--- src/rtl/mdrv_pkg.sv ---
package mdrv_pkg;
   localparam int N_FLT = 9;
   localparam int CB_HALF = 0;
   localparam int CB_MIRR = 1;
   localparam int CB_MDIR = 2;
   localparam int CB_MPWM = 3;
   localparam int CB_FLD0 = 4;
   localparam logic [1:0] ADR_CTRL = 2'd0;
   localparam logic [1:0] ADR_STAT = 2'd1;
   localparam logic [1:0] ADR_MASK = 2'd2;
   typedef struct packed {
      logic hs;
      logic ls;
   } leg_req_t;
endpackage

--- src/rtl/mdrv_regs.sv ---
module mdrv_regs
   import mdrv_pkg::*;
#(
   parameter int DATA_W = 16,
   parameter int ADDR_W = 2,
   parameter int SLEW_W = 2,
   parameter int OCL_W  = 2,
   parameter int DT_W   = 4
) (
   input  logic              clk,
   input  logic              rst_n,
   input  logic              wr,
   input  logic [ADDR_W-1:0] addr,
   input  logic [DATA_W-1:0] wdata,
   output logic [DATA_W-1:0] rdata,
   input  logic [N_FLT-1:0]  raw,
   output logic [N_FLT-1:0]  status,
   output logic [N_FLT-1:0]  mask,
   output logic              fault_n,
   output logic              half,
   output logic              mirr,
   output logic              mdir,
   output logic              mpwm,
   output logic [SLEW_W-1:0] slew,
   output logic [OCL_W-1:0]  ocl,
   output logic [DT_W-1:0]   dt
);
   localparam int CTRL_W = CB_FLD0 + SLEW_W + OCL_W + DT_W;
   localparam int OCL_LO = CB_FLD0 + SLEW_W;
   localparam int DT_LO  = OCL_LO + OCL_W;

   logic [CTRL_W-1:0] ctrl_q;
   logic [N_FLT-1:0]  stat_q, mask_q, clr;
   logic wr_ctrl, wr_stat, wr_mask;
   logic wdata_unused;

   assign wdata_unused = ^wdata;
   assign wr_ctrl = wr && (addr == ADDR_W'(ADR_CTRL));
   assign wr_stat = wr && (addr == ADDR_W'(ADR_STAT));
   assign wr_mask = wr && (addr == ADDR_W'(ADR_MASK));
   assign clr     = wr_stat ? wdata[N_FLT-1:0] : '0;

   always_ff @(posedge clk or negedge rst_n) begin
      if (!rst_n) begin
         ctrl_q <= '0;
         stat_q <= '0;
         mask_q <= '1;
      end else begin
         if (wr_ctrl) ctrl_q <= wdata[CTRL_W-1:0];
         if (wr_mask) mask_q <= wdata[N_FLT-1:0];
         stat_q <= (stat_q & ~clr) | raw;
      end
   end

   always_comb begin
      rdata = '0;
      if (addr == ADDR_W'(ADR_CTRL))      rdata[CTRL_W-1:0] = ctrl_q;
      else if (addr == ADDR_W'(ADR_STAT)) rdata[N_FLT-1:0]  = stat_q;
      else if (addr == ADDR_W'(ADR_MASK)) rdata[N_FLT-1:0]  = mask_q;
   end

   assign status  = stat_q;
   assign mask    = mask_q;
   assign fault_n = ~|(stat_q & mask_q);
   assign half    = ctrl_q[CB_HALF];
   assign mirr    = ctrl_q[CB_MIRR];
   assign mdir    = ctrl_q[CB_MDIR];
   assign mpwm    = ctrl_q[CB_MPWM];
   assign slew    = ctrl_q[CB_FLD0 +: SLEW_W];
   assign ocl     = ctrl_q[OCL_LO +: OCL_W];
   assign dt      = ctrl_q[DT_LO +: DT_W];
endmodule

--- src/rtl/mdrv_steer.sv ---
module mdrv_steer
   import mdrv_pkg::*;
(
   input  logic     half,
   input  logic     mirr,
   input  logic     mdir,
   input  logic     mpwm,
   input  logic     pin_dir,
   input  logic     pin_pwm,
   output leg_req_t req_a,
   output leg_req_t req_b
);
   logic d, p;
   assign d = mirr ? mdir : pin_dir;
   assign p = mirr ? mpwm : pin_pwm;

   always_comb begin
      if (half) begin
         req_a = '{hs: d, ls: ~d};
         req_b = '{hs: p, ls: ~p};
      end else if (d) begin
         req_a = '{hs: p, ls: 1'b0};
         req_b = '{hs: 1'b0, ls: 1'b1};
      end else begin
         req_a = '{hs: 1'b0, ls: 1'b1};
         req_b = '{hs: p, ls: 1'b0};
      end
   end
endmodule

--- src/rtl/mdrv_leg.sv ---
module mdrv_leg
   import mdrv_pkg::*;
#(
   parameter int DT_W = 4
) (
   input  logic            clk,
   input  logic            rst_n,
   input  logic            force_off,
   input  logic [DT_W-1:0] dt,
   input  leg_req_t        req,
   output leg_req_t        gate
);
   logic            side_vld, side_hs;
   logic [DT_W-1:0] cnt;
   logic            opp;

   assign opp = side_vld && ((req.hs && !side_hs) || (req.ls && side_hs));

   always_ff @(posedge clk or negedge rst_n) begin
      if (!rst_n) begin
         gate     <= '0;
         side_vld <= 1'b0;
         side_hs  <= 1'b0;
         cnt      <= '0;
      end else if (force_off) begin
         gate     <= '0;
         side_vld <= 1'b0;
         cnt      <= '0;
      end else if (cnt != '0) begin
         gate <= '0;
         cnt  <= cnt - 1'b1;
      end else if (opp && dt != '0) begin
         gate     <= '0;
         cnt      <= dt - 1'b1;
         side_vld <= 1'b0;
      end else begin
         gate <= req;
         if (req.hs || req.ls) begin
            side_vld <= 1'b1;
            side_hs  <= req.hs;
         end
      end
   end
endmodule

--- src/rtl/mdrv_fault_sup.sv ---
module mdrv_fault_sup
   import mdrv_pkg::*;
#(
   parameter int DATA_W = 16,
   parameter int ADDR_W = 2,
   parameter int SLEW_W = 2,
   parameter int OCL_W  = 2,
   parameter int DT_W   = 4
) (
   input  logic              clk,
   input  logic              rst_n,
   input  logic              drv_en,
   input  logic              in_dir,
   input  logic              in_pwm,
   input  logic [N_FLT-1:0]  flt_raw,
   input  logic              reg_wr,
   input  logic [ADDR_W-1:0] reg_addr,
   input  logic [DATA_W-1:0] reg_wdata,
   output logic [DATA_W-1:0] reg_rdata,
   output logic              fault_n,
   output logic              bridge_hiz,
   output logic [3:0]        gate_on,
   output logic              cfg_half,
   output logic [SLEW_W-1:0] cfg_slew,
   output logic [OCL_W-1:0]  cfg_ocl
);
   localparam int CTRL_W = CB_FLD0 + SLEW_W + OCL_W + DT_W;
   localparam int N_LEG  = 2;

   if (CTRL_W > DATA_W) begin : g_bad_ctrl_w
      $error("control fields exceed DATA_W");
   end
   if (N_FLT > DATA_W) begin : g_bad_flt_w
      $error("fault vector exceeds DATA_W");
   end
   if (ADDR_W < 2) begin : g_bad_addr_w
      $error("ADDR_W must be at least 2");
   end
   if (DT_W < 1) begin : g_bad_dt_w
      $error("DT_W must be at least 1");
   end

   logic [N_FLT-1:0] status_w, mask_w;
   logic [DT_W-1:0]  dt_w;
   logic             mirr, mdir, mpwm;
   leg_req_t         req [N_LEG];
   leg_req_t         leg_g [N_LEG];
   logic [3:0]       raw_gate;

   mdrv_regs #(
      .DATA_W(DATA_W), .ADDR_W(ADDR_W), .SLEW_W(SLEW_W),
      .OCL_W(OCL_W), .DT_W(DT_W)
   ) u_regs (
      .clk(clk), .rst_n(rst_n), .wr(reg_wr), .addr(reg_addr),
      .wdata(reg_wdata), .rdata(reg_rdata), .raw(flt_raw),
      .status(status_w), .mask(mask_w), .fault_n(fault_n),
      .half(cfg_half), .mirr(mirr), .mdir(mdir), .mpwm(mpwm),
      .slew(cfg_slew), .ocl(cfg_ocl), .dt(dt_w)
   );

   mdrv_steer u_steer (
      .half(cfg_half), .mirr(mirr), .mdir(mdir), .mpwm(mpwm),
      .pin_dir(in_dir), .pin_pwm(in_pwm),
      .req_a(req[0]), .req_b(req[1])
   );

   assign bridge_hiz = ~drv_en | ~fault_n;

   for (genvar i = 0; i < N_LEG; i++) begin : g_leg
      mdrv_leg #(.DT_W(DT_W)) u_leg (
         .clk(clk), .rst_n(rst_n), .force_off(bridge_hiz),
         .dt(dt_w), .req(req[i]), .gate(leg_g[i])
      );
      assign raw_gate[2*i]   = leg_g[i].hs;
      assign raw_gate[2*i+1] = leg_g[i].ls;
   end

   assign gate_on = bridge_hiz ? 4'b0000 : raw_gate;
endmodule

--- config.mk ---
export PLATFORM = sky130hd
export DESIGN_NAME = mdrv_fault_sup
export DESIGN_NICKNAME = d
export VERILOG_FILES = /design/src/rtl/mdrv_pkg.sv /design/src/rtl/mdrv_regs.sv /design/src/rtl/mdrv_steer.sv /design/src/rtl/mdrv_leg.sv /design/src/rtl/mdrv_fault_sup.sv
export SDC_FILE = /design/constraint.sdc
export NUM_CORES = 1
export LEC_CHECK = 0
export ABC_AREA = 1
export BUFFER_PORTS_ARGS = -buffer_cell sky130_fd_sc_hd__buf_2
export CAP_MARGIN = 20
export CORE_MARGIN = 5
export CORE_UTILIZATION = 49
export DETAILED_ROUTE_END_ITERATION = 8
export PLACE_DENSITY = 0.8
export SLEW_MARGIN = 15
export SYNTH_ARGS = -nofsm -noshare
export SYNTH_HDL_FRONTEND = slang
export SYNTH_SLANG_ARGS = --single-unit
--- constraint.sdc ---
create_clock -name clk -period 2.4 [get_ports clk]
set_clock_uncertainty 0.05 [all_clocks]
set_input_delay 0.48 -clock clk [delete_from_list [all_inputs] [get_ports clk]]
set_output_delay 0.48 -clock clk [all_outputs]
set_load 0.005 [all_outputs]
# [Word-level counts from Yosys, hierarchy flattened]
# Index checks and enable logic that the tools add are counted.
[totals] reg_bits=46 out_inout_bits=27 word_cells=96
[op_classes] n_addsub=3 n_eq_ne=4 n_mux=32 bitwise=13 reduce_logical=31
[op_table] operator="two-way mux 9 bit" n=4
[op_table] operator="two-way mux 4 bit" n=7
[op_table] operator="two-way mux 2 bit" n=10
[op_table] operator="bitwise AND 9 bit" n=2
[op_table] operator="nonzero test 3 bit" n=4
[op_table] operator="nonzero test 4 bit" n=3
[op_table] operator="subtractor 4 x 1 -> 4 bit (second input constant)" n=3
[op_table] operator="logical AND 1 bit" n=11
[op_table] operator="two-way mux 1 bit" n=10
[op_table] operator="NOT 9 bit" n=1
[op_table] operator="OR 9 bit" n=1
[op_table] operator="OR reduction 9 bit" n=1
[op_table] operator="NOT 1 bit" n=8
[op_table] operator="AND reduction 4 bit" n=2
[op_table] operator="logical OR 1 bit" n=4
[op_table] operator="!= test 2 bit (second input constant)" n=2
[op_table] operator="AND reduction 2 bit" n=2
[op_table] operator="zero test 1 bit" n=3
[op_table] operator="two-way mux 3 bit" n=1
[op_table] operator="equality test 2 x 1 -> 1 bit (second input constant)" n=1
[op_table] operator="equality test 2 bit (second input constant)" n=1
[op_table] operator="zero test 2 bit" n=1
[op_table] operator="OR 1 bit" n=1

# [Logic depth before layout (Yosys ltp)]
[logic_depth] word_depth=10 depth_mapped=10 ltp_nobuf=10

# [Cells and area by module]
# From an unflattened synthesis, not the netlist that was laid out.
[hier_totals] cells_unflattened=343 hier_area_um2=2575.0
[modules_own_cells] module="mdrv_regs" instances=1 cells_each=198 area_per_inst_um2=1536.5 seq_area_each_um2=762.0
[modules_own_cells] module="mdrv_leg" instances=2 cells_each=58 area_per_inst_um2=457.9 seq_area_each_um2=200.2
[modules_own_cells] module="mdrv_steer" instances=1 cells_each=20 area_per_inst_um2=86.3 seq_area_each_um2=0.0
[modules_own_cells] module="mdrv_fault_sup" instances=1 cells_each=9 area_per_inst_um2=36.3 seq_area_each_um2=0.0

# [Least setup slack after synthesis]
# Ideal clock, no wire load.
[synth_path] path_kind="reg2out" start="register u_regs.stat_q[5] (netlist: u_regs.status[5])" end="output gate_on[0]" arrival_ns=1.035 t_required_ns=1.870 setup_slack_ns=0.835 path_stages_with_launch=7 n_path_buf=1 path_cell_list="dfrtp_1 -> nand2_1 -> nand3_2 -> nor2_4 -> nand3_4 -> buf_6 -> nor2_1"
[synth_via] elab_chain_cells=4
[synth_lines] item="start: declaration" line_no="mdrv_regs.sv:33" rtl="logic [N_FLT-1:0] stat_q, mask_q, clr;"
[synth_lines] item="start signal: assignment" line_no="mdrv_regs.sv:51" rtl="stat_q <= (stat_q & ~clr) | raw;"
[synth_lines] item="bitwise AND 9 bit" line_no="mdrv_regs.sv:64" rtl="assign fault_n = ~|(stat_q & mask_q);"
[synth_lines] item="OR reduction 9 bit" line_no="mdrv_regs.sv:64"
[synth_lines] item="OR 1 bit" line_no="mdrv_fault_sup.sv:67" rtl="assign bridge_hiz = ~drv_en | ~fault_n;"
[synth_lines] item="net bridge_hiz" line_no="mdrv_fault_sup.sv:21" rtl="output logic bridge_hiz,"
[synth_lines] item="two-way mux 4 bit" line_no="mdrv_fault_sup.sv:78" rtl="assign gate_on = bridge_hiz ? 4'b0000 : raw_gate;"
[synth_lines] item="end: declaration" line_no="mdrv_fault_sup.sv:22" rtl="output logic [3:0] gate_on,"
# The timed path passes the listed nets, and every way through them passes these cells.

# [Worst setup path after layout]
[layout_path] start="register u_regs.stat_q[5] (netlist: u_regs.status[5])" end="output gate_on[3]"
[layout_via] elab_chain_cells=4
[layout_lines] item="bitwise AND 9 bit" line_no="mdrv_regs.sv:64"
[layout_lines] item="OR reduction 9 bit" line_no="mdrv_regs.sv:64"
[layout_lines] item="OR 1 bit" line_no="mdrv_fault_sup.sv:67"
[layout_lines] item="two-way mux 4 bit" line_no="mdrv_fault_sup.sv:78"
# No other way between the ends.

==> impl_metrics.csv <==
group,metric,value,unit
grt,grt_pass1_wl,9640,µm
floorplan,start_util,50.6,%
yosys,synth_seq_cells,46,
final_layout,n_fill_cell,467,
floorplan,fp.dieH,82.6,µm
yosys,synth.distinct_cells,31,
clocking,cts_setup_buffers,0,
placed_design,hpwl,4090,µm
clocking,clk_pin_slew,90,ps
setup_path,worstPathCellList,"nand2_1 -> nand3_2 -> nor2_4 -> nand3_4 -> nor2_1 -> buf_2",
final_layout,multiInputGateArea,1170,µm²
clocking,clockBufferDepth,2,
floorplan,dieWidth,82.6,µm
route,via_count,2193,
setup_path,r2r_slack,720,ps
placed_design,place_ws,478,ps
final_layout,n_antenna_cell,0,
setup_path,required,1870,ps
setup_path,reg2reg_from,"g_leg[0].u_leg.cnt[0]$_DFFE_PN0P_",
setup_path,rr_worst_depth,9,
yosys,synth_edf_count,0,
clocking,clk_latency,300,ps
setup_path,slowest_stage,"dfrtp_1",
grt,grt-ovfl-total,0,
final_layout,instances_no_fill,453,
floorplan,fp.dieArea,6830,µm²
setup_path,path_max_fanout,13,
final_layout,areaGrowthSynthToFinish,15.1,%
setup_path,cp-startpoint,"u_regs.status[5]$_DFF_PN0_",
power_and_ir_drop,pwr_density_cell,633,nW/µm²
setup_path,arrival,1540,ps
yosys,synth_cells,328,
timing,fmax,0.484,GHz
placed_design,place_congestion,0.874,
clocking,cts_buffers,5,
timing,worst_pin_slew,745,ps
yosys,synth.avg_cell_area,7.88,µm²
flow_run,cap_violations,0,
setup_path,reg2reg_to,"g_leg[0].u_leg.cnt[2]$_DFFE_PN0P_",
route,avgViaCountPerCell,4.84,
yosys,yosys.area.top_type,"dfrtp_1",
placed_design,dp.cells,445,
yosys,ys_top_cells_by_area,"dfrtp_1 (36%), nand2_1 (15%), dfstp_2 (9.2%)",
yosys,async_flop_share,100,%
clocking,cts_tree,"done",
floorplan,fp.coreArea,5110,µm²
timing,fin_tns_setup,0,ps
setup_path,cp_slowest_stage_delay,410,ps
yosys,ys_seq_area_share,45.0,%
clocking,postCtsResizedCells,0,
timing,rsz0062_at_grt,"false",
floorplan,num_io_pins,60,
yosys,yosys_warnings,0,
yosys,synth_top_area_share,35.8,%
final_layout,design_area,2970,µm²
clocking,clock_sinks,46,
final_layout,nets,421,
grt,grt_pass1_vias,2162,
floorplan,num_rows,26,
route,wire_per_inst,12.0,µm
timing,holdWs,204,ps
timing,setup_viol_count_final,0,
route,postRouteAntennaNets,0,
route,drt_wl_total,5440,µm
clocking,cts-root-buf,"clkbuf_8",
final_layout,final_core_util,58.2,%
yosys,synth_flop_cell,"dfrtp_1",
clocking,cts.htree.levels,2,
timing,layout_setup_ws,335,ps
yosys,synth_area,2580,µm²
timing,fin_crit_sh,86.1,%
placed_design,port_buffers,51,
power_and_ir_drop,peakVddDrop,0.310,mV
clocking,cts-hold-fix-buffers,0,
placed_design,placed_area,2880,µm²
timing,timing.final.crit_period,2070,ps
setup_path,start_kind,"flop",
route,drt_iter0_markers,125,
grt,antenna_found_initial,0,
setup_path,criticalPathCategory,"reg2out",
power_and_ir_drop,fin_total_pwr,1.88,mW
route,firstDrtPassIters,4,
setup_path,cp-end-kind,"output port",
grt,grt_usage,18.2,%
timing,max-slew-margin-rel,50.2,%
final_layout,drive_gt1_share,26.6,%
timing,hold_viol,0,
final_layout,ff_latch_area,1160,µm²
timing,drv_slew,0,
grt,grt_max_degree,47,
route,drc_errors,0,
power_and_ir_drop,power_leakage,1.60,nW
hold_path,hp-class,"in2async",
run_status,status,"finished, final reports clean",
[area by class of cell]
class | count | area share [%]
multi-input combinational | 225 | 39.5
tap | 70 | 2.95
clock buffer | 5 | 2.31
timing repair buffer | 52 | 8.84
sequential | 46 | 39.1
clock inverter | 3 | 0.715
inverter | 52 | 6.57
[cells by family after synthesis]
group | count (synthesis) | synth area share (%)
AOI/OAI and AO/OA | 43 | 10.2
DFF | 46 | 45.0
and+or+nand+nor | 166 | 29.7
muxes | 1 | 0.387
xor gates and xnor gates | 5 | 1.70
adders and majority gates | 6 | 2.91
buffers and inverters | 60 | 9.98
other | 1 | 0.145
[layout by cell type, fill, tap and decap left out, drive strengths merged]
master,synthesis,layout
xor2,3,3
clkinv,0,2
o211ai,4,4
nand3,26,26
a21oi,6,6
xnor2,2,2
and2,1,1
clkbuf,0,5
ha,6,6
nand2,107,107
nor2,29,29
mux2i,1,1
conb,1,4
clkinvlp,0,1
o21ai,33,33
dfstp,9,9
buf,8,52
nor3,1,1
nand3b,1,1
inv,52,52
dfrtp,37,37
nand4,1,1
[registers in the layout, indices dropped and copies added (netlist names)]
signal and flops:
g_leg.u_leg.gate 4, u_regs.ctrl_q 12, u_regs.status 9, g_leg.u_leg.cnt 8, g_leg.u_leg.side_vld 2, g_leg.u_leg.side_hs 2, u_regs.mask 9
[power by group]
| group | switching (mW) | internal, mW |
|---|---|---|
| registers | 0.0659 | 0.876 |
| clock network | 0.276 | 0.205 |
| logic | 0.282 | 0.175 |
[synth_stat cells (2+ instances only)]
master    instances
a21oi_1           5
buf_2             2
buf_4             4
buf_6             2
dfrtp_1          37
dfstp_2           9
ha_1              6
inv_1            47
inv_2             5
nand2_1         102
nand2_2           4
nand3_1          22
nand3_2           3
nor2_1           20
nor2_2            2
nor2_4            7
o211ai_1          4
o21ai_0          21
o21ai_1           3
o21ai_2           9
xnor2_1           2
xor2_1            3
[routing by layer]
metal	up-vias	part of all wire, %	routed length (µm)	GRT usage [%]
met1	1025	44	2400	22.2
met2	51	51	2750	32.7
met4	0	0.77	42	4.41
li1	1113	-	-	-
met5	-	0	0	0
met3	4	4.5	246	4.01
[worst max-delay path by stage]
stage	endpoint	slack (ps)	cells after the start
after floorplan	gate_on[0]	840	6
after global placement	reg_rdata[0]	490	5
after detailed placement	reg_rdata[0]	480	5
after CTS	gate_on[3]	320	6
after global routing	gate_on[0]	210	6
final	gate_on[3]	330	6
[critical path, delay by kind of cell, from the launching register on]
kind,cells,cell delay (ps)
flip-flops,1,410
AND/OR/NAND/NOR,5,690
buffers and inverters,1,120
Note: power is estimated with default switching activity, not from simulation.
